--- src/rtl/lq_order_check.sv ---
module lq_order_check #(
  parameter int DEPTH     = 16,
  parameter int ADDR_W    = 32,
  parameter int BLK_SHIFT = 8,
  localparam int IDX_W = $clog2(DEPTH),
  localparam int CNT_W = IDX_W + 1,
  localparam int TAG_W = ADDR_W - BLK_SHIFT
) (
  input  logic             clk,
  input  logic             rst_n,
  input  logic             flush,
  input  logic             alloc_en,
  output logic [IDX_W-1:0] alloc_idx,
  output logic             lq_full,
  input  logic             retire_en,
  input  logic             wb_en,
  input  logic [IDX_W-1:0] wb_idx,
  input  logic [ADDR_W-1:0] wb_addr,
  input  logic             wb_uncache,
  input  logic             chk_en,
  input  logic             chk_store,
  input  logic [IDX_W-1:0] chk_idx,
  input  logic [ADDR_W-1:0] chk_addr,
  output logic             viol_valid,
  output logic [IDX_W-1:0] viol_idx
);

  logic [DEPTH-1:0] live_q, avld_q, unc_q;
  logic [TAG_W-1:0] tag_q [DEPTH];
  logic [IDX_W-1:0] head_q, tail_q;
  logic [CNT_W-1:0] cnt_q;

  function automatic logic [IDX_W-1:0] bump(input logic [IDX_W-1:0] p);
    return (p == IDX_W'(DEPTH - 1)) ? '0 : p + 1'b1;
  endfunction

  assign lq_full   = (cnt_q == CNT_W'(DEPTH));
  assign alloc_idx = tail_q;

  wire do_alloc = alloc_en && !lq_full;
  wire do_ret   = retire_en && (cnt_q != '0);

  always_ff @(posedge clk or negedge rst_n) begin
    if (!rst_n) begin
      head_q <= '0;
      tail_q <= '0;
      cnt_q  <= '0;
      live_q <= '0;
      avld_q <= '0;
      unc_q  <= '0;
    end else if (flush) begin
      head_q <= '0;
      tail_q <= '0;
      cnt_q  <= '0;
      live_q <= '0;
      avld_q <= '0;
      unc_q  <= '0;
    end else begin
      if (wb_en && live_q[wb_idx]) begin
        avld_q[wb_idx] <= 1'b1;
        unc_q[wb_idx]  <= wb_uncache;
      end
      if (do_alloc) begin
        live_q[tail_q] <= 1'b1;
        avld_q[tail_q] <= 1'b0;
        unc_q[tail_q]  <= 1'b0;
        tail_q         <= bump(tail_q);
      end
      if (do_ret) begin
        live_q[head_q] <= 1'b0;
        avld_q[head_q] <= 1'b0;
        unc_q[head_q]  <= 1'b0;
        head_q         <= bump(head_q);
      end
      cnt_q <= cnt_q + CNT_W'(do_alloc) - CNT_W'(do_ret);
    end
  end

  always_ff @(posedge clk) begin
    if (wb_en && live_q[wb_idx])
      tag_q[wb_idx] <= wb_addr[ADDR_W-1:BLK_SHIFT];
  end

  logic [CNT_W-1:0] chk_off, start_off;
  assign chk_off = ({1'b0, chk_idx} >= {1'b0, head_q})
                 ? {1'b0, chk_idx} - {1'b0, head_q}
                 : {1'b0, chk_idx} + CNT_W'(DEPTH) - {1'b0, head_q};
  assign start_off = chk_off + {{(CNT_W-1){1'b0}}, !chk_store};

  wire [TAG_W-1:0] chk_tag = chk_addr[ADDR_W-1:BLK_SHIFT];

  logic             hit;
  logic [IDX_W-1:0] hit_idx;
  always_comb begin
    hit     = 1'b0;
    hit_idx = '0;
    for (int k = DEPTH - 1; k >= 0; k--) begin
      logic [CNT_W-1:0] sum;
      logic [IDX_W-1:0] e;
      sum = {1'b0, head_q} + CNT_W'(k);
      e   = (sum >= CNT_W'(DEPTH)) ? IDX_W'(sum - CNT_W'(DEPTH)) : IDX_W'(sum);
      if (CNT_W'(k) >= start_off && live_q[e] && avld_q[e] && !unc_q[e]
          && tag_q[e] == chk_tag) begin
        hit     = 1'b1;
        hit_idx = e;
      end
    end
  end

  always_ff @(posedge clk or negedge rst_n) begin
    if (!rst_n) begin
      viol_valid <= 1'b0;
      viol_idx   <= '0;
    end else begin
      viol_valid <= chk_en && hit && !flush;
      viol_idx   <= hit_idx;
    end
  end

  AST_VIOL_NEEDS_CHECK: assert property (@(posedge clk) disable iff (!rst_n)
    viol_valid |-> $past(chk_en) && !$past(flush));
  AST_VIOL_ONE_CYCLE: assert property (@(posedge clk) disable iff (!rst_n)
    (viol_valid && !chk_en) |=> !viol_valid);
  AST_VIOL_CACHEABLE: assert property (@(posedge clk) disable iff (!rst_n)
    viol_valid |-> ((($past(avld_q & ~unc_q) >> viol_idx) & DEPTH'(1)) != '0));
  AST_FLUSH_EMPTIES: assert property (@(posedge clk) disable iff (!rst_n)
    flush |=> (cnt_q == '0) && !viol_valid && !lq_full);
  AST_NO_OVERFLOW: assert property (@(posedge clk) disable iff (!rst_n)
    (lq_full && alloc_en && !retire_en && !flush) |=> $stable(tail_q) && lq_full);
  AST_RETIRE_ADVANCE: assert property (@(posedge clk) disable iff (!rst_n)
    (retire_en && cnt_q != '0 && !flush) |=> head_q != $past(head_q));

endmodule

--- config.mk ---
export PLATFORM = sky130hd
export DESIGN_NAME = lq_order_check
export DESIGN_NICKNAME = d
export VERILOG_FILES = /design/src/rtl/lq_order_check.sv
export SDC_FILE = /design/constraint.sdc
export NUM_CORES = 2
export LEC_CHECK = 0
export BUFFER_PORTS_ARGS = -buffer_cell sky130_fd_sc_hd__buf_2
export CAP_MARGIN = 20
export CORE_ASPECT_RATIO = 0.8
export CORE_UTILIZATION = 50
export CTS_BUF_LIST = sky130_fd_sc_hd__clkbuf_4 sky130_fd_sc_hd__clkbuf_8
export DETAILED_ROUTE_END_ITERATION = 7
export PLACE_DENSITY = 0.68
export SETUP_SLACK_MARGIN = 0.3
export SLEW_MARGIN = 5
export SYNTH_ARGS = -nofsm -noshare
export SYNTH_HDL_FRONTEND = slang
export SYNTH_SLANG_ARGS = --single-unit
--- constraint.sdc ---
create_clock -name clk -period 6.16 [get_ports clk]
set_input_delay 0.308 -clock clk [delete_from_list [all_inputs] [get_ports clk]]
set_output_delay 0.308 -clock clk [all_outputs]
set_load 0.05 [all_outputs]
# Word level (Yosys, flattened, before mapping)
# Memory sizes are Yosys's and may differ from the RTL's.
# Index checks and enable logic that the tools add are counted.
totals:
  register_bits: 66
  latch_bits: 0
  ramBits: 384
  mem_bits_ro: 0
  output_inout_bits: 10
  word_cells: 404
  mem_count: 1
mem_list:
  columns: ["name", "depth", "width", "read_ports", "rd_clocked_by_memory_dff", "write_ports", "line_no", "text"]
  rows:
  - ["tag_q", 16, 24, 16, 0, 1, "29", "logic [TAG_W-1:0] tag_q [DEPTH];"]
op_classes:
  add_sub_neg: 39
  mul: 0
  div: 0
  magnitude_cmp: 55
  n_eq_ne: 19
  n_shift: 0
  n_mux: 179
  n_bitwise: 9
  reduce_logical: 94
op_table:
  columns: ["cell", "count"]
  rows:
  - ["$eq A24 B24 Y1", 16]
  - ["$mux W16", 16]
  - ["$bmux W1 S4", 49]
  - ["$mux W4", 38]
  - ["$lt A4 B5 Y1 const B", 19]
  - ["$and A16 B16 Y16", 5]
  - ["$ge A5 B5 Y1 const B", 15]
  - ["$logic_and A1 B1 Y1", 72]
  - ["$mux W1", 70]
  - ["$sub A4 B1 Y4 const B", 16]
  - ["$add A4 B4 Y5 const B", 8]
  - ["$ge A4 B5 Y1 const A", 8]
  - ["$not A16 Y16", 2]
  - ["$or A16 B16 Y16", 2]
  - ["$add A4 B3 Y5 const B", 4]
  - ["$ge A3 B5 Y1 const A", 4]
  - ["$logic_not A1 Y1", 19]
  - ["$bwmux W16", 1]
  - ["$demux W1 S4", 3]
  - ["$ge A4 B1 Y1 const B", 3]
  - ["$add A4 B2 Y5 const B", 2]
  - ["$add A5 B1 Y5", 2]
  - ["$ge A1 B5 Y1 const A", 2]
  - ["$ge A2 B5 Y1 const A", 2]
  - ["other kinds (13)", 17]

# Logic depth before layout (Yosys ltp)
depth:
  depth_word: 27
  depth_mapped: 28
  mapped_depth_nobuf: 16

# Least setup slack after synthesis
# No wires, ideal clock.
synth_path:
  kind: "reg2reg"
  startpoint: "register head_q[0]"
  endpoint: "register viol_idx[0]"
  arrival_ps: 6293
  required_ps: 6056
  slack_ps: -237
  stages_incl_launch_ff: 26
  n_path_buf: 11
  synth_period_minus_slack_ps: 6397
  path_cell_list: "dfrtp_1 buf_6 buf_6 inv_1 buf_4 buf_6 buf_2 buf_2 buf_2 buf_1 ha_1 buf_2 clkbuf_1 buf_1 mux2i_1 mux4_2 mux2i_1 xnor2_1 nand4_1 or4b_2 nor4_1 nand2_1 o221ai_1 a21oi_1 or4_1 o311ai_1"
synth_via:
  elab_chain_len: 25
synth_rtl:
  columns: ["element", "line_no", "text"]
  rows:
  - ["start, declared", "30", "logic [IDX_W-1:0] head_q, tail_q;"]
  - ["start signal, assigned", "73", "head_q <= bump(head_q);"]
  - ["parallel branches: the longest is 24 deep, another holds $mem_v2 Z16 W24", null, null]
  - ["$mux W4 *", "102", "if (CNT_W'(k) >= start_off && live_q[e] && avld_q[e] && !unc_q[e]"]
  - ["via hit_idx[0]", "93", "logic [IDX_W-1:0] hit_idx;"]
  - ["end signal, assigned", "116", "viol_idx <= hit_idx;"]
  - ["end, declared", "25", "output logic [IDX_W-1:0] viol_idx"]
# Mark *: on every way through the listed nets, which the timed path passes. The select of a mux whose other input is x is not followed.
# A chain may end at the register's enable or synchronous reset.

# Final worst setup path
layout_path:
  startpoint: "register head_q[3]"
  endpoint: "register viol_idx[2]"
# The elaborated chain is that of the path after synthesis.

==> results.yml <==
place:
  finalWeightedCongestion: 1.13
  dpl.hpwl_mm: 145
  port_buf_inserts: 74
routing:
  detailroute.wirelength.met3_mm: 30.1
  dr.first_iter.drc_count: 6241
  highest-signal-layer: "met5"
  detailroute.via_count: 36836
  drtAntennaViolNets: 0
  detailedRoute.firstPassIterationCount: 6
  postRouteWirelength_mm: 195
  wl_met2_mm: 80.7
  drcViolationCount: 0
  avgRoutedWirePerCell_microns: 40.7
  wl_met1_mm: 74.9
  detailed_route_vias_per_instance: 7.67
setup_path:
  cpPeakStageDelay_ns: 0.64
  cp_slowest_cell: "sky130_fd_sc_hd__a2111oi_0"
  crit_buf_inv: 3
  cp_common_cell: "sky130_fd_sc_hd__a2111oi_0"
  cp_max_fo: 74
  crit_type: "reg -> reg"
  r2r_setup_slk_ns: 0.30
  critical_path.cell_chain: "clkinv_2 > ha_4 > buf_12 > mux4_2 > o221ai_1 > a31oi_1 > o2111ai_1 > a22o_1 > a2111oi_0 > and4_1 > buf_4 > a21oi_1 > a2111oi_0 > a2111oi_0 > o31ai_1"
  worstReg2RegStart: "head_q[3]"
  cp.arrival_ns: 6.47
  ff2ff_path_depth: 15
  r2r_end: "viol_idx[2]"
  critical_path_required_ns: 6.77
  startpoint_type: "flip-flop"
  setup.worst_path.end_class: "flip-flop"
  critPathTopFamily: "compound AO/OA/AOI/OAI gates"
  critical_path.startpoint: "head_q[3]"
power_and_ir_drop:
  p_int_mw: 10.1
  switching_share_pct: 45.5
  leakagePower_nw: 16.5
  comb_power_share_pct: 65.3
  worst_ir_drop_vdd_uv: 284
  share_clk_of_total_power_pct: 16.4
  pwr_density_cell_nw_per_um2: 371
  p_seq_share_pct: 18.3
  switching_power_mw: 8.45
synth:
  syn-instance-count: 3443
  netlist-cell-type-count: 83
  synthesis.area_sq_um: 45300
  postSynth.asyncResetShare_pct: 14.7
  sequential_area_share_after_synthesis_pct: 29.1
  primary_ff_master_synth: "sky130_fd_sc_hd__edfxtp_1"
  syn_avg_cell_area_sq_um: 13.2
  synth-warning-count: 0
  synth_nets: 3555
  ys_seq_elements: 450
  post_synth_edffs: 384
sta:
  max_slew_headroom_pct: 25.1
  layout_min_cycle_time_ns: 5.86
  setup-violations-final: 0
  setup_tns_ns: 0
  finalMaxSlewViolations: 0
  worst_slew_pin_slew_ns: 1.12
  max_freq_mhz: 171
  skew_ns: 0.0391
  timing_hold_violations_final: 0
  fin_hold_ws_ns: 0.0963
  grt_setup_unrepaired: "yes"
  final_min_period_over_clock_period_pct: 95.2
worst_hold_path:
  hold_end: "head_q[0]"
  hp-class: "in -> reg"
  hold_path.startpoint: "flush"
  holdPathStages: 2
floorplanning:
  rows: 98
  floorplan.core_area_sq_um: 89500
  start_util_pct: 50.6
  fp.dieArea_sq_um: 91800
  die_y_microns: 271
  ios: 91
  die_x_extent_microns: 339
grt:
  antenna_violations_before_repair: 19
  overflow: 0
  first_global_vias: 33908
  grt_start_max_net_pins: 99
  globalRouteTotalUtil_pct: 42.1
  grt_first_pass_wirelength_mm: 271
clock_tree:
  htreeDepth: 3
  cts_buffer_count: 77
  clock_tree.root_cell: "sky130_fd_sc_hd__clkbuf_8"
  path_clk_slew_ns: 0.07
  numClockSinks: 450
  clk_latency_ns: 0.73
  cts-root-to-sink-buffers: 3
  tritoncts: "built"
final_layout:
  drive_above_1_share_pct: 34.1
  filler_cell_count: 7325
  core_occupancy_in_the_finished_layout_pct: 56.0
  flow.area_growth_from_synthesis_pct: 10.7
  finish.net_count: 3645
outcome:
  outcome: "finished clean"
run:
  cap_violations: 0
-- synthesized netlist by cell type, drive strengths merged (16+ instances only) --
library cell / count / area (sq um)
a211oi: 20 / 150
a21oi: 69 / 345
a22oi: 19 / 143
a31oi: 35 / 219
and3: 17 / 106
buf: 212 / 1190
clkbuf: 113 / 425
dfrtp: 66 / 1650
edfxtp: 384 / 11500
ha: 29 / 363
inv: 37 / 139
mux2: 31 / 349
mux2i: 453 / 4530
mux4: 691 / 15600
nand2: 152 / 571
nand2b: 17 / 106
nand3: 42 / 210
nand3b: 16 / 120
nand4: 55 / 344
nor2: 163 / 612
nor3: 45 / 225
nor4: 46 / 328
o21a: 18 / 135
o21ai: 52 / 260
xnor2: 316 / 2800
xor2: 123 / 1080
-- worst max path at each step --
stage | depth (start not counted) | end | slack (ns)
after floorplan | 26 | viol_idx[0] | 0.32
after global placement | 17 | viol_idx[2] | 0.55
after detailed placement | 17 | viol_idx[0] | 0.45
after CTS | 17 | viol_idx[0] | 0.41
after global routing | 14 | viol_idx[2] | 0.22
final | 15 | viol_idx[2] | 0.30
-- flip-flops by register name (all words and copies together), names as in the netlist --
name        cells
head_q          4
viol_valid      1
avld_q         16
cnt_q           5
alloc_idx       4
unc_q          16
live_q         16
viol_idx        4
tag_q         384
-- worst register-to-register path, stage by stage (launching register included) --
cell                        delay (ns)
sky130_fd_sc_hd__dfrtp_4          0.61
sky130_fd_sc_hd__clkinv_2         0.25
sky130_fd_sc_hd__ha_4             0.57
sky130_fd_sc_hd__buf_12           0.44
sky130_fd_sc_hd__mux4_2           0.32
sky130_fd_sc_hd__o221ai_1         0.19
sky130_fd_sc_hd__a31oi_1          0.56
sky130_fd_sc_hd__o2111ai_1        0.25
sky130_fd_sc_hd__a22o_1           0.29
sky130_fd_sc_hd__a2111oi_0        0.64
sky130_fd_sc_hd__and4_1           0.32
sky130_fd_sc_hd__buf_4            0.17
sky130_fd_sc_hd__a21oi_1          0.09
sky130_fd_sc_hd__a2111oi_0        0.63
sky130_fd_sc_hd__a2111oi_0        0.17
sky130_fd_sc_hd__o31ai_1          0.27
-- power by group through the flow --
stage | sequential, mW | clock [mW] | combinational, mW
floorplan | 3.44 | 0 | 7.62
global route | 3.40 | 3.21 | 12.3
finish | 3.40 | 3.05 | 12.1
detailed placement | 3.47 | 0 | 11.5
global placement | 3.47 | 0 | 11.5
CTS | 3.41 | 3.09 | 11.6
-- cells by family after synthesis --
group / synth area share [%]
AOI/OAI and AO/OA: 5.33
DFF: 29.1
muxes: 45.1
buffers and inverters: 3.90
xor gates and xnor gates: 8.55
and+or+nand+nor: 7.09
adders and majority gates: 0.889
-- final cells by class --
type | count | area (sq um) | area share, %
multi-input cells | 2628 | 30700 | 61.2
flip-flops and latches | 450 | 13200 | 26.3
repair buffers | 336 | 2900 | 5.78
well taps | 1200 | 1500 | 3.00
clock buffers | 97 | 1230 | 2.45
clock inverters | 40 | 457 | 0.911
inverters | 40 | 158 | 0.315
diodes | 9 | 22.5 | 0.0449
-- per-layer routing --
| layer | track usage, % | vias up |
|---|---|---|
| li1 | - | 14291 |
| met3 | 15.1 | 469 |
| met4 | 16.3 | 22 |
| met1 | 60.6 | 18914 |
| met5 | 0 | - |
| met2 | 58.1 | 3140 |
-- repair_timing --
action                     CTS  global route
hold endpoints to repair   451             0
hold buffers                26             0
buffers inserted             0             8
resized for setup            0             5
setup endpoints to repair    0             4
-- stage by stage --
stage	worst slack (ns)	std cells	instance area, sq um	total power, mW
floorplan	0.324	3443	45300	11.1
global placement	0.550	4619	48000	14.9
detailed placement	0.447	4619	48000	15.0
CTS	0.408	4782	50000	18.1
global route	0.218	4793	50100	18.9
finish	0.296	4800	50100	18.6
-- cells in the final DEF (no fill, tap or decap), drive strengths merged, types with 69 or more instances in the layout --
master / Yosys / routed
nand2: 152 / 152
a21oi: 69 / 69
edfxtp: 384 / 384
nor2: 163 / 163
mux2i: 453 / 453
xnor2: 316 / 316
buf: 212 / 309
clkbuf: 113 / 98
xor2: 123 / 123
mux4: 691 / 691
Note: power is estimated with default switching activity, not from simulation.
